File: src/rtl/btb_pkg.sv
package btb_pkg;
    typedef enum logic [1:0] {
        REG_CTRL = 2'd0,
        REG_STAT = 2'd1,
        REG_DATA = 2'd2,
        REG_NONE = 2'd3
    } reg_sel_e;

    localparam int CTRL_W   = 3;
    localparam int BIT_PWR  = 0;
    localparam int BIT_EN   = 1;
    localparam int BIT_SKIP = 2;
endpackage

File: src/rtl/btb_ctrl.sv
module btb_ctrl
    import btb_pkg::*;
(
    input  logic              clk,
    input  logic              rst_n,
    input  logic              wr,
    input  logic [CTRL_W-1:0] wdata,
    output logic              pwr,
    output logic              en,
    output logic              skip
);
    typedef struct packed {
        logic pwr;
        logic en;
        logic skip;
    } ctrl_t;

    ctrl_t c_q, c_d;

    always_comb begin
        c_d = c_q;
        if (wr) begin
            c_d.pwr  = wdata[BIT_PWR];
            // enable cannot be set, and is cleared, while power is off
            c_d.en   = wdata[BIT_EN] & wdata[BIT_PWR];
            c_d.skip = wdata[BIT_SKIP];
        end
    end

    always_ff @(posedge clk or negedge rst_n) begin
        if (!rst_n) c_q <= '0;
        else        c_q <= c_d;
    end

    assign pwr  = c_q.pwr;
    assign en   = c_q.en;
    assign skip = c_q.skip;

    p_en_needs_pwr_r6: assert property (@(posedge clk) disable iff (!rst_n)
        c_q.en |-> c_q.pwr);

    p_en_blocked_r6: assert property (@(posedge clk) disable iff (!rst_n)
        (wr && !wdata[BIT_PWR]) |=> !c_q.en);
endmodule

File: src/rtl/btb_match.sv
module btb_match #(
    parameter int AW = 32
) (
    input  logic [AW-1:0] new_src,
    input  logic [AW-1:0] new_tgt,
    input  logic          have1,
    input  logic [AW-1:0] e1_src,
    input  logic [AW-1:0] e1_tgt,
    input  logic          have2,
    input  logic [AW-1:0] e2_src,
    input  logic [AW-1:0] e2_tgt,
    output logic          hit1,
    output logic          hit2
);
    localparam logic [AW-1:0] MASK = {{(AW-1){1'b1}}, 1'b0};

    logic eq1, eq2;

    always_comb begin
        eq1  = ((new_src & MASK) == (e1_src & MASK)) && ((new_tgt & MASK) == (e1_tgt & MASK));
        eq2  = ((new_src & MASK) == (e2_src & MASK)) && ((new_tgt & MASK) == (e2_tgt & MASK));
        hit1 = have1 && eq1;
        hit2 = have2 && eq2 && !hit1;
    end
endmodule

File: src/rtl/btb_trace_buffer.sv
module btb_trace_buffer
    import btb_pkg::*;
#(
    parameter int AW    = 32,
    parameter int DEPTH = 16
) (
    input  logic              clk,
    input  logic              rst_n,
    input  logic              trc_valid,
    input  logic [AW-1:0]     trc_src,
    input  logic [AW-1:0]     trc_tgt,
    input  logic              trc_in_handler,
    input  logic              reg_wr,
    input  logic              reg_rd,
    input  logic [1:0]        reg_addr,
    input  logic [CTRL_W-1:0] reg_wdata,
    output logic [AW-1:0]     reg_rdata
);
    localparam int IW = $clog2(DEPTH);
    localparam int CW = $clog2(DEPTH + 1);
    localparam logic [CW-1:0] FULL = CW'(DEPTH);

    typedef struct packed {
        logic [AW-1:0] src;
        logic [AW-1:0] tgt;
    } entry_t;

    typedef struct packed {
        entry_t [DEPTH-1:0] mem;
        logic [IW-1:0]      head;
        logic [CW-1:0]      count;
        logic               phase;
    } state_t;

    state_t s_q, s_d;

    logic pwr, en, skip;
    logic ctrl_wr;
    logic [IW-1:0] idx_n1, idx_n2, idx_old;
    logic hit1, hit2;
    logic cap_fire, rd_data, rd_live, pop;
    logic [CW-1:0] cnt;

    assign ctrl_wr = reg_wr && (reg_addr == REG_CTRL);

    btb_ctrl u_ctrl (
        .clk   (clk),
        .rst_n (rst_n),
        .wr    (ctrl_wr),
        .wdata (reg_wdata),
        .pwr   (pwr),
        .en    (en),
        .skip  (skip)
    );

    assign idx_n1  = s_q.head - IW'(1);
    assign idx_n2  = s_q.head - IW'(2);
    // count of DEPTH truncates to 0, so the oldest sits at head when full
    assign idx_old = s_q.head - IW'(s_q.count);

    btb_match #(.AW(AW)) u_match (
        .new_src (trc_src),
        .new_tgt (trc_tgt),
        .have1   (s_q.count >= CW'(1)),
        .e1_src  (s_q.mem[idx_n1].src),
        .e1_tgt  (s_q.mem[idx_n1].tgt),
        .have2   (s_q.count >= CW'(2)),
        .e2_src  (s_q.mem[idx_n2].src),
        .e2_tgt  (s_q.mem[idx_n2].tgt),
        .hit1    (hit1),
        .hit2    (hit2)
    );

    assign cap_fire = trc_valid && pwr && en && !(skip && trc_in_handler);
    assign rd_data  = reg_rd && (reg_addr == REG_DATA);
    assign rd_live  = rd_data && (s_q.count != '0);
    assign pop      = rd_live && s_q.phase;

    always_comb begin
        s_d = s_q;
        cnt = s_q.count;
        if (cap_fire) begin
            if (hit1) begin
                s_d.mem[idx_n1].tgt[0] = 1'b1;
            end else if (hit2) begin
                s_d.mem[idx_n2].src[0] = 1'b1;
            end else begin
                s_d.mem[s_q.head].src = trc_src;
                s_d.mem[s_q.head].tgt = trc_tgt;
                s_d.head = s_q.head + IW'(1);
                if (s_q.count != FULL) cnt = s_q.count + CW'(1);
            end
        end
        if (rd_live) begin
            s_d.phase = ~s_q.phase;
            if (pop) cnt = cnt - CW'(1);
        end
        s_d.count = cnt;
    end

    always_ff @(posedge clk or negedge rst_n) begin
        if (!rst_n) s_q <= '0;
        else        s_q <= s_d;
    end

    always_comb begin
        case (reg_sel_e'(reg_addr))
            REG_CTRL: reg_rdata = AW'({skip, en, pwr});
            REG_STAT: reg_rdata = AW'(s_q.count);
            REG_DATA: reg_rdata = (s_q.count == '0) ? '0 :
                                  (s_q.phase ? s_q.mem[idx_old].src : s_q.mem[idx_old].tgt);
            default:  reg_rdata = '0;
        endcase
    end

    p_count_bound_r8: assert property (@(posedge clk) disable iff (!rst_n)
        s_q.count <= FULL);

    p_count_step_r2: assert property (@(posedge clk) disable iff (!rst_n)
        1'b1 |=> (int'(s_q.count) <= int'($past(s_q.count)) + 1) &&
                 (int'(s_q.count) + 1 >= int'($past(s_q.count))));

    p_empty_read_r3: assert property (@(posedge clk) disable iff (!rst_n)
        (rd_data && s_q.count == '0 && !trc_valid) |=> s_q.count == '0);

    p_repeat_drop_r4: assert property (@(posedge clk) disable iff (!rst_n)
        (cap_fire && hit1 && !rd_data) |=> $stable(s_q.count));

    p_repeat_drop_r5: assert property (@(posedge clk) disable iff (!rst_n)
        (cap_fire && hit2 && !rd_data) |=> $stable(s_q.head));

    p_handler_skip_r7: assert property (@(posedge clk) disable iff (!rst_n)
        (skip && trc_in_handler && !rd_data) |=> $stable(s_q.count));

    p_hits_exclusive_r5: assert property (@(posedge clk) disable iff (!rst_n)
        $onehot0({hit1, hit2}));
endmodule

File: config.mk
export PLATFORM = sky130hd
export DESIGN_NAME = btb_trace_buffer
export DESIGN_NICKNAME = d
export VERILOG_FILES = /design/src/rtl/btb_pkg.sv /design/src/rtl/btb_ctrl.sv /design/src/rtl/btb_match.sv /design/src/rtl/btb_trace_buffer.sv
export SDC_FILE = /design/constraint.sdc
export NUM_CORES = 2
export LEC_CHECK = 0
export BUFFER_PORTS_ARGS = -buffer_cell sky130_fd_sc_hd__buf_2
export CAP_MARGIN = 5
export CORE_MARGIN = 10
export CORE_UTILIZATION = 45
export DETAILED_ROUTE_END_ITERATION = 16
export PLACE_DENSITY_LB_ADDON = 0.1
export SLEW_MARGIN = 30
export SYNTH_ARGS = -nofsm -noshare
export SYNTH_HDL_FRONTEND = slang
export SYNTH_SLANG_ARGS = --single-unit
File: constraint.sdc
create_clock -name clk -period 16 [get_ports clk]
set_input_delay 2.4 -clock clk [delete_from_list [all_inputs] [get_ports clk]]
set_output_delay 2.4 -clock clk [all_outputs]
set_load 0.02 [all_outputs]
==> reports/qor.txt <==
Worst Path Class, Setup: reg -> reg
via count: 40800
slowest CP cell: ha_4
post-route ant nets: 0
VDD IR-drop max: 0.000341 V
PostCTS Resize Cnt: 0
setup TNS: 0 ns
# DRC: 0
TritonCTS clock tree: built
die height: 400 um
Util after Layout: 49.6%
total CTS buffers: 131
reg-to-reg startpoint: s_q[6]
fraction of registers with async set/reset: 100%
Initial DRT Pass Iterations: 5
Avg Synthesized Cell Area: 15.4 um^2
io pins: 107
Reg area: 26000 um^2
Slew Viols, Final: 0
Top FF cell, synth: dfrtp_1
critical path's most frequent cell: buf_4
area occupied by multi-input gates: 37100 um^2
CTS Root Cell: clkbuf_16
all-layer global routing usage: 27.0%
final hold slack: 0.510 ns
r2r worst-path depth: 18
top post-synthesis cells by count: dfrtp_1, mux4_2, mux2_1, mux2i_1, mux2_2
Routed WL per cell: 35.3 um
hpwl dp: 130000 um
Chip Width: 400 um
post-synthesis cell type count: 57
RSZ-0062 raised after global routing: false
Post-Synthesis Cells: 4227
leading post-synthesis cells by cell area: dfrtp_1, mux4_2, mux2_1, mux2_2, mux2i_1
crit path capture type: flip-flop
post-synth top area cell: dfrtp_1
Synth Cell Area: 65000 um^2
Vias/cell: 6.69
Final nets: 4185
Clock Sink Count: 1037
status: complete, no violations
RR Endpoint: s_q[194]
minimum period implied by the final worst setup slack: 8.89 ns
layout cells sized above 1: 37.7%
CP arrival: 9.52 ns
port bufs: 106
first-pass GRT wire length: 312000 um
post-CTS setup buffer count: 0
largest net degree at the start of global routing: 134
Seq cells post-synth: 1037
Yosys warning total: 0
Cell Chain, Critical Path: inv_1, buf_4, ha_4, buf_4, buf_4, mux4_2, mux4_2, xnor2_1, nand4_1, nor4_1, buf_4, and4bb_2, nand3_2, nand2_4, nor2_4, buf_4, buf_4, mux2_1
Filler Cell Count: 12300
row count: 139
cell area after layout: 71300 um^2
RePlAce Congestion: 0.822
Final Cycle Share: 55.6%
clock slew at reported path FFs: 0.06 ns
Cell Pwr Density: 201 nW/um^2
cell with the most instances after synthesis: dfrtp_1
hold crit path type: reg -> reg
Post-synth EDFFs: 0
P&R area growth vs syn: 9.59%
Final setup viols: 0
Pleak: 31.9 nW
total power: 14.3 mW
Synth top area share: 39.9%
CORE AREA: 144000 um^2
R2R setup slack: 7.11 ns
Starting Density: 45.3%
DRT iter0 DRCs: 3558
crit path launch type: flip-flop
syn_nets: 4318
WL final: 215000 um
Hold Path Sink: s_q[842]
Slew @ Worst Pin: 1.07 ns
Rel. slew slack: 28.6%
Data required, critical path: 16.63 ns
CTS Hold Bufs: 0
fmax: 0.112 GHz
CP max stage delay: 0.89 ns
Crit Path Max Fanout: 49
start point of the worst hold path: s_q[842]
initial antenna violation count: 40
Worst Skew: 0.0293 ns
Placement Cell Area: 67000 um^2
Die Footprint: 160000 um^2
htree depth: 4
Seq/Total Area, Yosys: 39.9%
Max-Cap Viols: 0
gr ovfl total: 0
Clock Tree Buf Depth: 3
Clock Latency Late Sink: 0.77 ns
endpoints failing hold: 0
vias in the first global route: 41100
Min-Delay Path Depth: 2
area by class of cell:
| type | count | share of cell area (%) |
|---|---|---|
| Tap cell | 1903 | 3.34 |
| Clock buffer | 195 | 5.49 |
| Sequential cell | 1037 | 36.4 |
| Timing Repair Buffer | 205 | 2.15 |
| Antenna cell | 9 | 0.0316 |
| Inverter | 14 | 0.0738 |
| Clock inverter | 28 | 0.342 |
| Multi-Input combinational cell | 2705 | 52.1 |
per-stage QoR:
stage / instances / worst slack, ns
global placement: 5859 / 6.63
detailed placement: 5862 / 7.01
floorplan: 4227 / 8.65
global route: 6087 / 6.67
CTS: 6085 / 7.01
finish: 6096 / 7.11
layout by cell type, fill, tap and decap left out, drive strengths merged, types with 2 or more instances in the layout:
| cell type | n |
|---|---|
| dfrtp | 1037 |
| mux2 | 1000 |
| mux4 | 840 |
| mux2i | 291 |
| buf | 205 |
| clkbuf | 195 |
| nor2 | 113 |
| xor2 | 87 |
| xnor2 | 83 |
| a21oi | 56 |
| nand3 | 51 |
| nand2 | 26 |
| nand4 | 22 |
| a31oi | 20 |
| clkinv | 19 |
| nor4 | 19 |
| inv | 19 |
| nor3 | 16 |
| ha | 15 |
| o21ai | 11 |
| a31o | 10 |
| diode | 9 |
| and3 | 8 |
| o22ai | 4 |
| a2111oi | 4 |
| or2 | 4 |
| nor2b | 3 |
| or4 | 3 |
| bufinv | 3 |
| a22oi | 2 |
| o221ai | 2 |
per-layer routing:
layer	wire [um]	global-route usage [%]
met1	93500	38.2
met2	100000	42.1
met3	14300	5.31
met4	6980	8.20
met5	126	0
flip-flops by register name, indices dropped and copies added (netlist names):
| register | count |
|---|---|
| u_ctrl.en | 1 |
| u_ctrl.skip | 1 |
| u_ctrl.pwr | 1 |
| s_q | 1034 |
logic make-up after synthesis:
family | share of synthesized area (%)
AO/OA/AOI/OAI | 1.12
XOR/XNOR | 2.30
adder cells (fa/ha/maj) | 0.319
buffers and inverters | 3.39
flip-flops | 39.9
multiplexers | 50.9
AND/OR/NAND/NOR | 2.06
worst max path at each step:
stage,start,end,slack (ns),depth (start not counted)
floorplan,s_q[6],reg_rdata[12],8.65,18
global placement,s_q[6],s_q[357],6.63,17
detailed placement,s_q[6],s_q[194],7.01,17
CTS,s_q[6],s_q[194],7.01,17
global route,s_q[6],s_q[198],6.67,18
finish,s_q[6],s_q[194],7.11,18
worst max-delay path, delay by kind of cell, from the launching register on:
kind	cells	cell delay (ns)
buffers and inverters	7	2.89
XOR/XNOR	1	0.61
multiplexers	3	1.32
AND/OR/NAND/NOR	6	1.99
flip-flops	1	0.77
adder cells (fa/ha/maj)	1	0.89
report_power, final:
group	internal (mW)	switching (mW)	total (mW)	leakage [nW]
registers	3.12	0.527	3.65	14.3
clock network	1.73	1.19	2.92	2.06
logic	3.34	4.42	7.77	15.5
total	8.19	6.14	14.3	31.9
(Power assumes the default switching activity.)
